==> src/rtl/lui_pkg.sv <==
package lui_pkg;
  localparam int unsigned RF_AW = 5;

  typedef struct packed {
    logic [RF_AW-1:0] rd;
    logic             load;
    logic             reg_we;
    logic             mem_we;
  } ctl_t;

  localparam ctl_t CTL_NOP = '{rd: '0, load: 1'b0, reg_we: 1'b0, mem_we: 1'b0};
endpackage

==> src/rtl/lui_src_match.sv <==
module lui_src_match
  import lui_pkg::*;
#(
  parameter int unsigned NSRC = 2
) (
  input  logic [NSRC*RF_AW-1:0] rs,
  input  logic [NSRC-1:0]       rs_used,
  input  ctl_t                  stg,
  output logic                  hit
);
  logic [NSRC-1:0] hit_v;

  genvar i;
  generate
    for (i = 0; i < NSRC; i++) begin : g_src
      logic [RF_AW-1:0] r;
      assign r        = rs[i*RF_AW +: RF_AW];
      assign hit_v[i] = rs_used[i] && (r != '0) && stg.load && (stg.rd == r);
    end
  endgenerate

  assign hit = |hit_v;
endmodule

==> src/rtl/lui_ctl_reg.sv <==
module lui_ctl_reg
  import lui_pkg::*;
(
  input  logic clk,
  input  logic rst,
  input  logic clr,
  input  ctl_t d,
  output ctl_t q
);
  always_ff @(posedge clk) begin
    if (rst || clr) q <= CTL_NOP;
    else            q <= d;
  end
endmodule

==> src/rtl/load_use_interlock.sv <==
module load_use_interlock
  import lui_pkg::*;
#(
  parameter int unsigned NSRC = 2
) (
  input  logic                  clk,
  input  logic                  rst,
  input  logic                  id_valid,
  input  logic [NSRC*RF_AW-1:0] id_rs,
  input  logic [NSRC-1:0]       id_rs_used,
  input  logic [RF_AW-1:0]      id_rd,
  input  logic                  id_load,
  input  logic                  id_reg_we,
  input  logic                  id_mem_we,
  output logic                  pc_hold,
  output logic                  fd_hold,
  output logic                  bubble,
  output logic [RF_AW-1:0]      ex_rd,
  output logic                  ex_load,
  output logic                  ex_reg_we,
  output logic                  ex_mem_we,
  output logic [RF_AW-1:0]      mem_rd,
  output logic                  mem_load,
  output logic                  mem_reg_we,
  output logic                  mem_mem_we
);
  localparam int unsigned NSTG = 2;

  ctl_t            id_ctl;
  ctl_t            stg_q [NSTG];
  ctl_t            stg_d [NSTG];
  logic [NSTG-1:0] stg_clr;
  logic [NSTG-1:0] stg_hit;
  logic            stall;

  assign id_ctl = id_valid ? '{rd: id_rd, load: id_load, reg_we: id_reg_we, mem_we: id_mem_we}
                           : CTL_NOP;

  // stage 0 = ALU stage, stage 1 = MEM stage
  genvar s;
  generate
    for (s = 0; s < NSTG; s++) begin : g_stg
      lui_src_match #(.NSRC(NSRC)) u_match (
        .rs      (id_rs),
        .rs_used (id_rs_used),
        .stg     (stg_q[s]),
        .hit     (stg_hit[s])
      );
      if (s == 0) begin : g_first
        assign stg_d[s]   = id_ctl;
        assign stg_clr[s] = stall;
      end else begin : g_next
        assign stg_d[s]   = stg_q[s-1];
        assign stg_clr[s] = 1'b0;
      end
      lui_ctl_reg u_reg (
        .clk (clk),
        .rst (rst),
        .clr (stg_clr[s]),
        .d   (stg_d[s]),
        .q   (stg_q[s])
      );
    end
  endgenerate

  assign stall   = id_valid && (|stg_hit);
  assign pc_hold = stall;
  assign fd_hold = stall;
  assign bubble  = stall;

  assign ex_rd      = stg_q[0].rd;
  assign ex_load    = stg_q[0].load;
  assign ex_reg_we  = stg_q[0].reg_we;
  assign ex_mem_we  = stg_q[0].mem_we;
  assign mem_rd     = stg_q[1].rd;
  assign mem_load   = stg_q[1].load;
  assign mem_reg_we = stg_q[1].reg_we;
  assign mem_mem_we = stg_q[1].mem_we;
endmodule

==> config.mk <==
export PLATFORM = sky130hd
export DESIGN_NAME = load_use_interlock
export DESIGN_NICKNAME = d
export VERILOG_FILES = /design/src/rtl/lui_pkg.sv /design/src/rtl/lui_src_match.sv /design/src/rtl/lui_ctl_reg.sv /design/src/rtl/load_use_interlock.sv
export SDC_FILE = /design/constraint.sdc
export NUM_CORES = 1
export LEC_CHECK = 0
export ABC_AREA = 1
export CAP_MARGIN = 30
export CORE_MARGIN = 2
export CORE_UTILIZATION = 46
export CTS_CLUSTER_SIZE = 20
export DETAILED_ROUTE_END_ITERATION = 10
export PLACE_DENSITY_LB_ADDON = 0.1
export SLEW_MARGIN = 20
export SYNTH_ARGS = -nofsm -noshare
export SYNTH_HDL_FRONTEND = slang
export SYNTH_HIERARCHICAL = 1
export SYNTH_SLANG_ARGS = --single-unit
==> constraint.sdc <==
create_clock -name clk -period 3.25 [get_ports clk]
set_input_delay 0.975 -clock clk [delete_from_list [all_inputs] [get_ports clk]]
set_output_delay 0.975 -clock clk [all_outputs]
set_load 0.01 [all_outputs]
# Word-level counts from Yosys, hierarchy flattened
# Cells that the tools add are included.
# totals
n_memories	0
rom_bits	0
regBits	16
latch_bits	0
in_bits	23
ramBits	0
out_inout_bits	19
# classes
n_addsub	0
n_lt_le_gt_ge	0
div	0
mux	0
bitwise_logic	1
eq_ne	4
shifts	0
n_reduce_logical	16
multipliers	0
# op_table
operator	count
5-bit equality test	4
1-bit logical AND	11
5-bit nonzero test	2
4-bit OR reduction	1
2-bit OR reduction	1
1-bit logical OR	1
1-bit inverter	1

# Logic depth before layout (Yosys ltp)
# logic_depth
ltp_word	8
ltp_mapped	13
depth_no_buf	13

# By module
# Netlist, hierarchy kept.
# modules_own_cells
mod	n_inst	cells_each	area_per_inst_um2	seq_area_each_um2
lui_ctl_reg	2	27	259.0	160.2
lui_src_match	2	51	221.5	0.0
load_use_interlock	1	23	103.8	0.0

# Worst setup path before layout
# Ideal clock, no wire load.
# synth_path
path_kind	input -> output
startpoint	in id_rs[2]
endpoint	out fd_hold
arrival_ps	1765
stages	11
required_time_ps	2275
path_slack_ps	510
n_path_buf	1
path_cell_list	inv_1 nand2_1 nand2_1 inv_1 nand2_1 nor2_1 nand3_1 nand2_1 nor2_1 nor2_2 buf_4
# synth_between
elab_chain_len	6
word_cells_on_any_way	10
# synth_lines
element	line_no	rtl
from (decl)	load_use_interlock.sv:9	input logic [NSRC*RF_AW-1:0] id_rs,
5-bit nonzero test	lui_src_match.sv:18	assign hit_v[i] = rs_used[i] && (r != '0) && stg.load && (stg.rd == r);
1-bit logical AND (3 in series)	lui_src_match.sv:18	
4-bit OR reduction (*)	load_use_interlock.sv:66	assign stall = id_valid && (|stg_hit);
1-bit logical AND (*)	load_use_interlock.sv:66	
to (decl)	load_use_interlock.sv:16	output logic fd_hold,
# Every way passes the cells marked *; elsewhere a longest branch is shown, timed or not.

# Worst setup path in the final report
# layout_path
startpoint	in id_rs_used[1]
endpoint	out bubble
# layout_between
elab_chain_len	5
word_cells_on_any_way	7
# layout_lines
element	line_no	rtl
from (decl)	load_use_interlock.sv:10	input logic [NSRC-1:0] id_rs_used,
1-bit logical AND (*)	lui_src_match.sv:18	
1-bit logical AND (2 in series)	lui_src_match.sv:18	
4-bit OR reduction (*)	load_use_interlock.sv:66	
1-bit logical AND (*)	load_use_interlock.sv:66	
to (decl)	load_use_interlock.sv:17	output logic bubble,
# Marked as above.

==> impl_metrics.yaml <==
worst_setup_path:
  critPathMaxFanout: 4
  critical-path-top-delay-family: "buffers and inverters"
  crit_chain: "clkdlybuf4s50_1 > nand3_1 > nor2_1 > nand3_1 > nand2_1 > nor2_1 > nor2_2 > buf_2"
  crit_path_end_kind: "primary output"
  crit_start: "id_rs_used[1]"
  path_class: "input pin to primary output"
  cp.required_ps: 2270
  cp.arrival_ps: 2200
  cp-start-kind: "input pin"
  worst-path-buf-inv: 2
  reg2reg_from: "g_stg[0].u_reg/q[6]"
  max_stage_delay_ps: 510
  crit_slowest_cell: "clkdlybuf4s50_1"
yosys:
  synth_top_area_cell: "dfxtp_1"
  synth_commonest_cells: "nand2_1 (52), inv_1 (48), nor2_1 (17), nor2_2 (17), dfxtp_1 (16)"
  yosysWarnings: 6
  synth-edff-count: 0
  netlist.area_leader.share_pct: 30.1
  yosysMostFrequentCell: "nand2_1"
  synthFlopType: "dfxtp_1"
  yosysSeqAreaShare_pct: 30.1
  synthArstFlopShare_pct: 0
  synth_nets: 202
  syn_avg_cell_area_sq_um: 5.95
  synth.distinct_cells: 15
  yosys_register_bits: 16
  synth_cells: 179
  syn-cell-area_sq_um: 1060
  synth_area_leaders: "dfxtp_1 (30%), nand2_1 (18%), inv_1 (17%)"
global_route:
  grt_remaining_overflow: 0
  grt_pass1_wl_microns: 3580
  gr-usage-met1_pct: 18.4
  first_global_vias: 958
  grt_usage_pct: 17.6
  antenna_found_initial: 0
  busiest_layer: "met2"
  met3_usage_pct: 0.862
  gr-usage-met2_pct: 35.2
  grt_max_degree: 9
power:
  ir_worst_vdd_uv: 178
  p_leak_nw: 0.796
  finalPower_mw: 0.398
  power.density_nw_per_um2: 265
clocking:
  tritoncts: "done"
  cts_htree_levels: 1
  cts.clk_slew.worst_paths_ps: 80
  cts_buffers: 3
  clkLatencyLatePin_ps: 270
  cts.sinks: 16
  clock-root-buffer: "clkbuf_4"
  clk_path_buf_depth: 2
  post_cts_buffers: 0
cells_and_area:
  diodes: 0
  seqCellArea_sq_um: 320
  regMostFlops: "g_stg.u_reg/q"
  largest_reg_flops: 16
  top_regs: "g_stg.u_reg/q: 16 flops"
  area_delta_synth_final_pct: 41.1
  fin_area_sq_um: 1500
  layout-drive-gt1-share_pct: 16.1
  fillers: 198
  final_net_count: 248
  multiInputGateArea_sq_um: 522
floorplanning:
  die_area_sq_um: 2720
  io_pins: 42
  rows: 17
  core-area_sq_um: 2190
  die_w_microns: 52.1
  die_y_microns: 52.1
  start_util_pct: 48.6
min_path:
  min_from: "g_stg[0].u_reg/q[0]"
  hold_class: "flip-flop to flip-flop"
route:
  antenna_left: 0
  drcViolationCount: 0
  routed_wl_microns: 2270
  vias_per_cell: 4.33
  vias: 1088
  dr.pass1.iters: 4
  drtIter0Drc: 19
  avgRoutedWirePerCell_microns: 9.04
timing:
  setup_viol: 0
  fin_crit_sh_pct: 97.8
  layout_setup_ws_ps: 73.1
  final.setup_skew_ps: 5.17
  layout_min_cycle_time_ps: 3180
  slew_violations: 0
  max_freq_mhz: 315
  hold_viol_final: 0
  rsz0062_at_grt: "false"
job:
  drv_cap: 0
place:
  dp_slack_ps: -509
  placed_area_sq_um: 1510
  port_buffers: 41
  place_congestion: 0.915
  dp_hpwl_microns: 1910
status:
  status: "finished, final reports clean"
[through the flow]
step | TNS, ps | std cells | utilization [%] | hold slack (ps)
6_report | 0 | 251 | 68.6 | 440
5_1_grt | 0 | 251 | 68.6 | 471
4_1_cts | 0 | 251 | 68.6 | 443
3_5_place_dp | -1510 | 248 | 68.8 | 431
3_3_place_gp | -1380 | 248 | 68.8 | 425
2_1_floorplan | 0 | 179 | - | 467
[worst reg2reg max path: stages (launching register included)]
cell and delay, ps:
dfxtp_1 440, xnor2_1 150, nand2_1 70, nor2_1 90
nand3_1 80, nand2_1 60, nor2_1 50, nor2_2 160
buf_4 130, inv_2 30, nand2_4 120, nor2_2 40
[placed cells by master, fill, tap and decap left out, drive strengths merged, types with 3 or more instances in the layout]
master / instances
nand2: 54
inv: 53
nor2: 34
clkdlybuf4s50: 27
dfxtp: 16
dlygate4sd2: 11
nand3: 8
buf: 6
xor2: 4
clkbuf: 3
[layer usage]
metal	part of all wire, %	vias to the layer above	routed length [microns]
met4	1.5	0	34
met3	4.7	4	107
met5	0	-	0
met1	42	469	954
met2	52	36	1170
li1	-	579	-
[final timing paths]
check	endpoint	slack (ps)	cells after the start
worst min-delay path	g_stg[1].u_reg/q[0]	440	2
worst max-delay path	bubble	70	8
worst min register to register	g_stg[1].u_reg/q[0]	440	2
worst max register to register	g_stg[0].u_reg/q[0]	1710	11
[report_power, final]
| group | internal (mW) | switching (mW) |
|---|---|---|
| sequential | 0.202 | 0.00546 |
| clock | 0.0428 | 0.0509 |
| combinational | 0.0486 | 0.0485 |
| total | 0.293 | 0.105 |
[repair_timing]
item | in CTS | in global routing
gates resized for setup | 24 | 0
hold buffers | 0 | 0
endpoints found under the setup margin | 3 | 0
[cells by family (layout without fill, tap and decap cells)]
family          count (synthesis)  in the layout  share of synthesized area [%]
flops                          16             16                           30.1
other cells                     1              1                          0.352
simple gates                   98             98                           42.1
compound gates                  2              2                           1.41
xor+xnor                        6              6                           4.94
buf+inv                        56            100                           21.2
[layout make-up]
class / count / area share (%)
multi-input combinational: 107 / 34.7
timing repair buffer: 44 / 26.9
sequential: 16 / 21.3
inverter: 53 / 13.2
tap: 28 / 2.33
clock buffer: 3 / 1.50
Note: power is estimated with default switching activity, not from simulation.
